--- src/rtl/refresh_sched_pkg.sv ---
package refresh_sched_pkg;

    typedef enum logic {
        MODE_SPREAD = 1'b0,
        MODE_BURST  = 1'b1
    } refresh_mode_e;

    function automatic int period_clocks(input int clk_khz, input int period_us);
        return (clk_khz * period_us) / 1000;
    endfunction

    // spread-mode slot: period share per row minus the latency spread over all rows
    function automatic int spread_slot(input int period, input int rows, input int lat);
        return (period / rows) - ((lat + rows - 1) / rows);
    endfunction

    function automatic int max_int(input int a, input int b);
        return (a > b) ? a : b;
    endfunction

endpackage

--- src/rtl/rfs_interval_timer.sv ---
module rfs_interval_timer
    import refresh_sched_pkg::*;
#(
    parameter int SPREAD_LIM = 49,
    parameter int BURST_LIM  = 400
) (
    input  logic          clk,
    input  logic          rst,
    input  refresh_mode_e mode,
    output logic          tick
);
    localparam int CNT_W = $clog2(max_int(SPREAD_LIM, BURST_LIM) + 1);
    localparam logic [CNT_W-1:0] SPREAD_TC = CNT_W'(SPREAD_LIM - 1);
    localparam logic [CNT_W-1:0] BURST_TC  = CNT_W'(BURST_LIM - 1);

    logic [CNT_W-1:0] cnt_q;
    logic [CNT_W-1:0] term;

    always_comb begin
        term = (mode == MODE_BURST) ? BURST_TC : SPREAD_TC;
        tick = (cnt_q == term);
    end

    // reload at terminal count whatever the service state of the request
    always_ff @(posedge clk) begin
        if (rst)       cnt_q <= '0;
        else if (tick) cnt_q <= '0;
        else           cnt_q <= cnt_q + 1'b1;
    end

    p_cnt_bound_r2: assert property (@(posedge clk) disable iff (rst)
        cnt_q <= BURST_TC || cnt_q <= SPREAD_TC);

    p_reload_r5: assert property (@(posedge clk) disable iff (rst)
        tick |=> cnt_q == '0);

endmodule

--- src/rtl/rfs_row_counter.sv ---
module rfs_row_counter #(
    parameter int ROWS = 256
) (
    input  logic                     clk,
    input  logic                     rst,
    input  logic                     clr,
    input  logic                     adv,
    output logic [$clog2(ROWS)-1:0]  row,
    output logic                     last
);
    localparam int ROW_W = $clog2(ROWS);
    localparam logic [ROW_W-1:0] TOP = ROW_W'(ROWS - 1);

    logic [ROW_W-1:0] row_q;
    logic [ROW_W-1:0] row_nx;

    generate
        if ((ROWS & (ROWS - 1)) == 0) begin : g_pow2
            always_comb row_nx = row_q + 1'b1;
        end else begin : g_mod
            always_comb row_nx = (row_q == TOP) ? '0 : row_q + 1'b1;
        end
    endgenerate

    always_ff @(posedge clk) begin
        if (rst || clr) row_q <= '0;
        else if (adv)   row_q <= row_nx;
    end

    assign row  = row_q;
    assign last = (row_q == TOP);

    p_clear_r6: assert property (@(posedge clk) disable iff (rst)
        clr |=> row_q == '0);

endmodule

--- src/rtl/rfs_req_ctrl.sv ---
module rfs_req_ctrl
    import refresh_sched_pkg::*;
(
    input  logic          clk,
    input  logic          rst,
    input  refresh_mode_e mode_in,
    input  logic          tick,
    input  logic          strobe,
    input  logic          row_last,
    output refresh_mode_e mode_q,
    output logic          req,
    output logic          clr,
    output logic          adv,
    output logic          done
);
    logic req_q, active_q, done_q;

    assign adv  = strobe && req_q;
    assign clr  = tick && !active_q && (mode_in == MODE_BURST);
    assign req  = req_q;
    assign done = done_q;

    always_ff @(posedge clk) begin
        if (rst) begin
            mode_q   <= mode_in;
            req_q    <= 1'b0;
            active_q <= 1'b0;
            done_q   <= 1'b0;
        end else begin
            done_q <= 1'b0;
            if (active_q) begin
                // burst runs to completion; boundaries and mode are ignored
                if (adv && row_last) begin
                    req_q    <= 1'b0;
                    active_q <= 1'b0;
                    done_q   <= 1'b1;
                end
            end else if (tick) begin
                mode_q <= mode_in;
                req_q  <= 1'b1;
                if (mode_in == MODE_BURST) active_q <= 1'b1;
            end else if (adv) begin
                req_q <= 1'b0;
            end
        end
    end

    p_spread_drop_r3: assert property (@(posedge clk) disable iff (rst)
        (mode_q == MODE_SPREAD) && req_q && strobe && !tick |=> !req_q);

    p_burst_hold_r7: assert property (@(posedge clk) disable iff (rst)
        active_q && !(strobe && row_last) |=> req_q);

    p_mode_stable_r9: assert property (@(posedge clk) disable iff (rst)
        !tick |=> $stable(mode_q));

endmodule

--- src/rtl/refresh_sched.sv ---
module refresh_sched
    import refresh_sched_pkg::*;
#(
    parameter int CLK_KHZ   = 25000,
    parameter int PERIOD_US = 4000,
    parameter int ROWS      = 256,
    parameter int LAT_CLKS  = 5,
    localparam int ROW_W    = $clog2(ROWS)
) (
    input  logic             clk,
    input  logic             rst,
    input  logic             burst_mode_i,
    input  logic             row_strobe_i,
    output logic             refresh_req_o,
    output logic [ROW_W-1:0] refresh_row_o,
    output logic             burst_done_o
);
    localparam int PERIOD_CLKS = period_clocks(CLK_KHZ, PERIOD_US);
    localparam int SLOT_CLKS   = spread_slot(PERIOD_CLKS, ROWS, LAT_CLKS);

    refresh_mode_e mode_in, mode_q;
    logic tick, clr, adv, row_last;

    assign mode_in = burst_mode_i ? MODE_BURST : MODE_SPREAD;

    rfs_interval_timer #(
        .SPREAD_LIM (SLOT_CLKS),
        .BURST_LIM  (PERIOD_CLKS)
    ) u_timer (
        .clk  (clk),
        .rst  (rst),
        .mode (mode_q),
        .tick (tick)
    );

    rfs_req_ctrl u_ctrl (
        .clk      (clk),
        .rst      (rst),
        .mode_in  (mode_in),
        .tick     (tick),
        .strobe   (row_strobe_i),
        .row_last (row_last),
        .mode_q   (mode_q),
        .req      (refresh_req_o),
        .clr      (clr),
        .adv      (adv),
        .done     (burst_done_o)
    );

    rfs_row_counter #(
        .ROWS (ROWS)
    ) u_rows (
        .clk  (clk),
        .rst  (rst),
        .clr  (clr),
        .adv  (adv),
        .row  (refresh_row_o),
        .last (row_last)
    );

    p_strobe_ignored_r4: assert property (@(posedge clk) disable iff (rst)
        !refresh_req_o && !tick |=> $stable(refresh_row_o));

    p_done_no_req_r7: assert property (@(posedge clk) disable iff (rst)
        burst_done_o |-> !refresh_req_o && refresh_row_o == '0);

    p_done_pulse_r7: assert property (@(posedge clk) disable iff (rst)
        burst_done_o |=> !burst_done_o);

    p_burst_start_r6: assert property (@(posedge clk) disable iff (rst)
        clr |=> refresh_req_o && refresh_row_o == '0);

endmodule

--- config.mk ---
export PLATFORM = sky130hd
export DESIGN_NAME = refresh_sched
export DESIGN_NICKNAME = d
export VERILOG_FILES = /design/src/rtl/refresh_sched_pkg.sv /design/src/rtl/rfs_interval_timer.sv /design/src/rtl/rfs_row_counter.sv /design/src/rtl/rfs_req_ctrl.sv /design/src/rtl/refresh_sched.sv
export SDC_FILE = /design/constraint.sdc
export NUM_CORES = 1
export LEC_CHECK = 0
export BUFFER_PORTS_ARGS = -buffer_cell sky130_fd_sc_hd__buf_2
export CAP_MARGIN = 15
export CORE_UTILIZATION = 50
export CTS_BUF_LIST = sky130_fd_sc_hd__clkbuf_8
export CTS_CLUSTER_DIAMETER = 120
export DETAILED_ROUTE_END_ITERATION = 6
export GPL_TIMING_DRIVEN = 0
export PLACE_DENSITY = 0.69
export SLEW_MARGIN = 0
export SYNTH_ARGS = -nofsm -noshare
export SYNTH_HDL_FRONTEND = slang
export SYNTH_SLANG_ARGS = --single-unit
--- constraint.sdc ---
create_clock -name clk -period 2.2 [get_ports clk]
set_clock_uncertainty 0.2 [all_clocks]
set_input_delay 0.11 -clock clk [delete_from_list [all_inputs] [get_ports clk]]
set_output_delay 0.11 -clock clk [all_outputs]
set_load 0.01 [all_outputs]
==> run summary, run 1 <==
Post-DP HPWL: 1.95 mm
Mapped Cells: 151
Design Area, Final: 1630 µm²
Final WS setup: 0.0580 ns
Worst slew margin: 51.3%
Most common cell after layout, fill and taps aside: dfxtp_1
Placed cell area: 1480 µm²
Final nets: 184
First-pass GRT wire length: 4.10 mm
Post-synth EDFFs: 1
Critical Path Start Type: flip-flop
Area of the core: 2540 µm²
Die W: 54.5 µm
Die ar.: 2970 µm²
Via/cell ratio: 5.68
Commonest cells after routing, fill and taps aside: dfxtp_1 (27), nor2_1 (23), nand3_1 (13), buf_2 (13)
Crit-path cells: or4_1 > o22a_4 > or4_1 > a31oi_1
Req. time, crit path: 2.21 ns
H-tree levels: 2
Final WL: 2.74 mm
Critical path class: flip-flop to flip-flop
Ports: 14
Tot Pwr: 0.995 mW
Layout cells sized above 1: 16.2%
Syn_area_per_cell: 9.12 µm²
Synth warn: 0
Via Count: 1187
Main combinational cell family by area after synthesis: simple AND/OR/NAND/NOR gates
Area grow syn2layout: 18.4%
Total negative slack: 0 ns
Sink Count: 29
Largest net degree at the start of global routing: 11
Clock latency on the worst-skew pair: 0.28 ns
Total gr overflow: 0
Initial antenna violation count: 0
DR WL/cell: 13.1 µm
Placed Cells incl. Taps: 194
Nature of the critical path endpoint: flip-flop
Largest area contributor in the synthesized netlist: dfxtp_1
Total GRT Usage: 20.3%
Final Hold Viols: 0
Synth Area in Compound Gates: 9.90%
Pwr per Cell Area: 610 nW/µm²
Kind of cell adding the most delay to the critical path: simple AND/OR/NAND/NOR gates
Util after Layout: 64.1%
Least-Margin Pin Slew: 0.710 ns
P_leak: 0.633 nW
Root Buffer: clkbuf_8
Final period demand of the worst path: 2.14 ns
TritonCTS Buffers: 5
Syn Nets: 157
CTS tree: built
# rows: 18
CTS clock-pin slew for the worst setup and hold paths: 0.06 ns
Vias in the first global route: 939
Antenna Cells: 0
Final setup violation count: 0
Initial DRT Pass Iterations: 4
Fin cells: 209
Post-synthesis mux area share: 0.727%
FFs w/ async S/R, synth: 0%
Pre-CTS setup slack: -0.0417 ns
Xor and xnor area share after synthesis: 12.7%
Die height: 54.5 µm
GPL Wtd Cong: 0.818
Clock Tree Buf Depth: 2
Synth Cell Area: 1380 µm²
Sequential share of the synthesized area: 42.9%
FMAX: 467 MHz
Max Cap Viol: 0
Most used cell, CP: or4_1
Share of the synthesized area in the top cell type: 40.7%
HP Class: flip-flop to flip-flop
Yosys cell types: 35
Final worst-path cycle share: 97.4%
Slowest CP cell: or4_1
Crit Path Max Fanout: 6
Initial DRC count: 27
Peak supply drop: 0.506 mV
Crit path arrival time: 2.15 ns
Fillers: 232
Adder-Cell Fraction of Synth Area: 1.82%
CP bufs+invs: 0
Simple-Gate Fraction of Synth Area: 29.5%
Status: complete, no violations
Starting density of the core: 54.1%
CP peak stage delay: 0.51 ns
Routed Antenna Nets: 0
Final Max Slew Viols: 0
Port-buffer cells: 13
Synth top area cells: dfxtp_1 (41%), xor2_1 (7.0%), nor2_1 (6.3%), xnor2_1 (5.7%), nand3_1 (4.7%)
RSZ-0062 raised after global routing: no
WHS: 0.290 ns
DRC: 0
Top_reg_cell synth: dfxtp_1
Synthesized flop and latch total: 29
[metal layers]
metal	wire length, µm	vias up	share of wire [%]	track usage, %
met5	0	-	0	0
met1	1420	571	52	27.9
met2	1170	17	43	26.0
li1	-	593	-	-
met3	108	6	3.9	8.89
met4	39	0	1.4	10.7
[final cells by class]
cell class	count	area, µm²	share of cell area, %
inverters	5	18.8	1.15
well taps	30	37.5	2.30
multi-input cells	114	759	46.5
repair buffers	20	125	7.67
plain buffers	3	18.8	1.15
clock inverters	3	11.3	0.690
flip-flops and latches	29	592	36.3
clock buffers	5	68.8	4.22
[flip-flops by register name, indices dropped and copies added (netlist names)]
name	count
u_ctrl.active_q	1
u_timer.cnt_q	17
u_ctrl.mode_q	1
u_rows.row	8
u_ctrl.req	1
u_ctrl.done	1
[kinds of logic after synthesis]
logic type,after synthesis
flops,29
compound gates,14
fa+ha+maj,2
mux,1
buf+inv,8
simple gates,77
xor+xnor,20
[synthesized netlist by cell type, types with 2 or more instances]
cell type / count
a21oi_1: 4
and3_1: 6
clkbuf_1: 2
dfxtp_1: 28
ha_1: 2
inv_1: 5
nand2_1: 11
nand3_1: 13
nand4_1: 4
nor2_1: 23
nor4_1: 4
nor4b_1: 2
o31ai_1: 3
or3_1: 2
or4_1: 4
xnor2_1: 9
xor2_1: 11
[timing repair]
action / in CTS / in global routing
endpoints found under the hold margin: 4 / 0
pin swaps: 2 / 1
endpoints found under the setup margin: 18 / 19
hold buffers: 3 / 0
setup buffers: 1 / 3
resized for setup: 0 / 3
[path summary, 6_finish.rpt]
check / startpoint / endpoint / slack, ns / cells past startpoint
setup reg to reg: u_ctrl.mode_q$_DFFE_PP_ / u_ctrl.req$_SDFFE_PP0P_ / 0.06 / 4
hold reg to reg: u_rows.row[1]$_SDFFE_PP0P_ / u_rows.row[1]$_SDFFE_PP0P_ / 0.29 / 2
hold / removal: u_rows.row[1]$_SDFFE_PP0P_ / u_rows.row[1]$_SDFFE_PP0P_ / 0.29 / 2
setup / recovery: u_ctrl.mode_q$_DFFE_PP_ / u_ctrl.req$_SDFFE_PP0P_ / 0.06 / 4
[report_power, final]
group | internal (mW) | switching [mW] | total, mW
Sequential | 0.534 | 0.00825 | 0.542
Combinational | 0.0250 | 0.0263 | 0.0513
Clock | 0.210 | 0.192 | 0.402
Total | 0.769 | 0.226 | 0.995
[worst min-delay path, cell delays in order (launching register included)]
cell and delay (ns):
dfxtp_1 0.33, nand2_1 0.06, a21oi_1 0.05
Power figures use the tool's default switching activity.
==> run 2: changes to the inputs <==
Settings changed: CELL_PAD_IN_SITES_DETAIL_PLACEMENT set to 1, CELL_PAD_IN_SITES_GLOBAL_PLACEMENT set to 1, CORE_UTILIZATION 50 to 46, PLACE_DENSITY 0.69 to not set, PLACE_DENSITY_LB_ADDON set to 0.1.
==> run 2 against run 1 <==
Compared with the run above:
- the flow now finishes with violations (DRC)
- utilization is 6.0 points lower
- combinational power is 6.6% higher
- count of clock-buffer cells in the layout stayed put
- cell count stayed put
- sequential power hardly changed
- critical path depth stayed put
- hold slack hardly changed
- routed wire length is 17% higher
- sequential share of layout area is 0.056 points higher
- global-route usage is 1.8 points higher
- non-clock buffer count is 1 lower
- setup slack better by 0.0017 ns
- critical path type unchanged
- highest routed layer unchanged
==> run summary, run 2 (same netlist as run 1, synthesis figures left out) <==
Status: finished with violations
Failing checks: DRC
Ports: 14
Util after Layout: 58.1%
Clock Tree Buf Depth: 2
CP bufs+invs: 0
Root Buffer: clkbuf_8
Final nets: 183
TritonCTS Buffers: 5
Nature of the critical path endpoint: flip-flop
Total GRT Usage: 22.1%
Crit-path cells: or4_4 > o22a_4 > or4_1 > a31oi_1
DR WL/cell: 15.4 µm
Via/cell ratio: 5.78
Total gr overflow: 0
Final period demand of the worst path: 2.14 ns
Req. time, crit path: 2.21 ns
Area of the core: 2810 µm²
Critical Path Start Type: flip-flop
Initial DRC count: 24
First-pass GRT wire length: 5.15 mm
Initial antenna violation count: 0
Final worst-path cycle share: 97.3%
Vias in the first global route: 1124
Fillers: 340
Least-Margin Pin Slew: 0.682 ns
Final Hold Viols: 0
DRC: 2
Post-DP HPWL: 2.21 mm
# rows: 19
Die ar.: 3220 µm²
Routed Antenna Nets: 0
Footprint of the multi-input gates: 763 µm²
Crit path arrival time: 2.15 ns
H-tree levels: 2
Antenna Cells: 0
Starting density of the core: 49.1%
Reg with most FFs: u_timer.cnt_q
Max Cap Viol: 0
Final WL: 3.22 mm
Final Max Slew Viols: 0
Die height: 56.7 µm
Pwr per Cell Area: 615 nW/µm²
CTS tree: built
Via Count: 1207
Layout cells sized above 1: 16.3%
Final setup violation count: 0
Die W: 56.7 µm
Kind of cell adding the most delay to the critical path: simple AND/OR/NAND/NOR gates
Register Area: 592 µm²
Sink Count: 29
Commonest cells after routing, fill and taps aside: dfxtp_1 (27), nor2_1 (23), nand3_1 (13), buf_2 (13)
P_leak: 0.629 nW
Clock latency on the worst-skew pair: 0.28 ns
Largest net degree at the start of global routing: 11
Most common cell after layout, fill and taps aside: dfxtp_1
Placed Cells incl. Taps: 195
Tot Pwr: 1.00 mW
CTS clock-pin slew for the worst setup and hold paths: 0.06 ns
Initial DRT Pass Iterations: 6
Critical path class: flip-flop to flip-flop
FMAX: 467 MHz
Slowest CP cell: or4_1
Port-buffer cells: 13
Fin cells: 209
Area grow syn2layout: 18.3%
Peak supply drop: 0.492 mV
HP Class: flip-flop to flip-flop
CP peak stage delay: 0.52 ns
Worst slew margin: 53.3%
GPL Wtd Cong: 0.797
Max reg flops: 17
Crit Path Max Fanout: 6
-- run 2: cell count changes in the layout (fill, tap and decap cells not counted), sizes merged --
cell | previous run | this run
buf | 18 | 17
-- run 2: worst min-delay path, cell delays in order, from the launching register on --
cell and delay [ns]:
dfxtp_1 0.33, nand2_1 0.06, a21oi_1 0.05
-- run 2: layout make-up --
type / instances / area share (%)
tap: 31 / 2.38
buffer: 3 / 0.922
clock inverter: 3 / 0.691
clock buffer: 5 / 4.22
multi-input combinational: 114 / 46.9
sequential: 29 / 36.3
inverter: 5 / 1.15
timing repair buffer: 19 / 7.45
-- run 2: layer usage --
metal	vias to the layer above	routed length, µm	global-route usage, %
li1	594	-	-
met1	586	1550	28.2
met2	25	1490	31.8
met3	2	163	9.68
met4	0	19	10.0
met5	-	0	0
-- run 2: worst paths after layout --
kind | from | end | slack, ns | depth (start not counted)
worst min register to register | u_rows.row[1]$_SDFFE_PP0P_ | u_rows.row[1]$_SDFFE_PP0P_ | 0.29 | 2
worst min-delay path | u_rows.row[1]$_SDFFE_PP0P_ | u_rows.row[1]$_SDFFE_PP0P_ | 0.29 | 2
worst max register to register | u_ctrl.mode_q$_DFFE_PP_ | u_ctrl.req$_SDFFE_PP0P_ | 0.06 | 4
worst max-delay path | u_ctrl.mode_q$_DFFE_PP_ | u_ctrl.req$_SDFFE_PP0P_ | 0.06 | 4
-- run 2: through the flow --
stage / TNS (ns) / worst slack (ns) / hold slack (ns) / instance area [µm²]
after floorplan: 0 / 0.140 / -0.0206 / 1380
after global placement: -0.732 / -0.0758 / 0.102 / 1480
after detailed placement: -1.18 / -0.122 / 0.104 / 1480
after CTS: 0 / 0.00455 / 0.295 / 1610
after global routing: -0.0313 / -0.00973 / 0.327 / 1630
final: 0 / 0.0597 / 0.290 / 1630
-- run 2: power breakdown --
part / internal [mW] / switching [mW]
Combinational: 0.0258 / 0.0288
Clock: 0.210 / 0.195
Sequential: 0.534 / 0.00891
Total: 0.770 / 0.233
-- run 2: what timing repair did --
action / 4_1_cts / 5_1_grt
hold buffers: 3 / 0
pin swaps: 2 / 1
resized for setup: 0 / 4
endpoints found under the setup margin: 18 / 21
buffers inserted: 2 / 1
hold endpoints to repair: 4 / 0
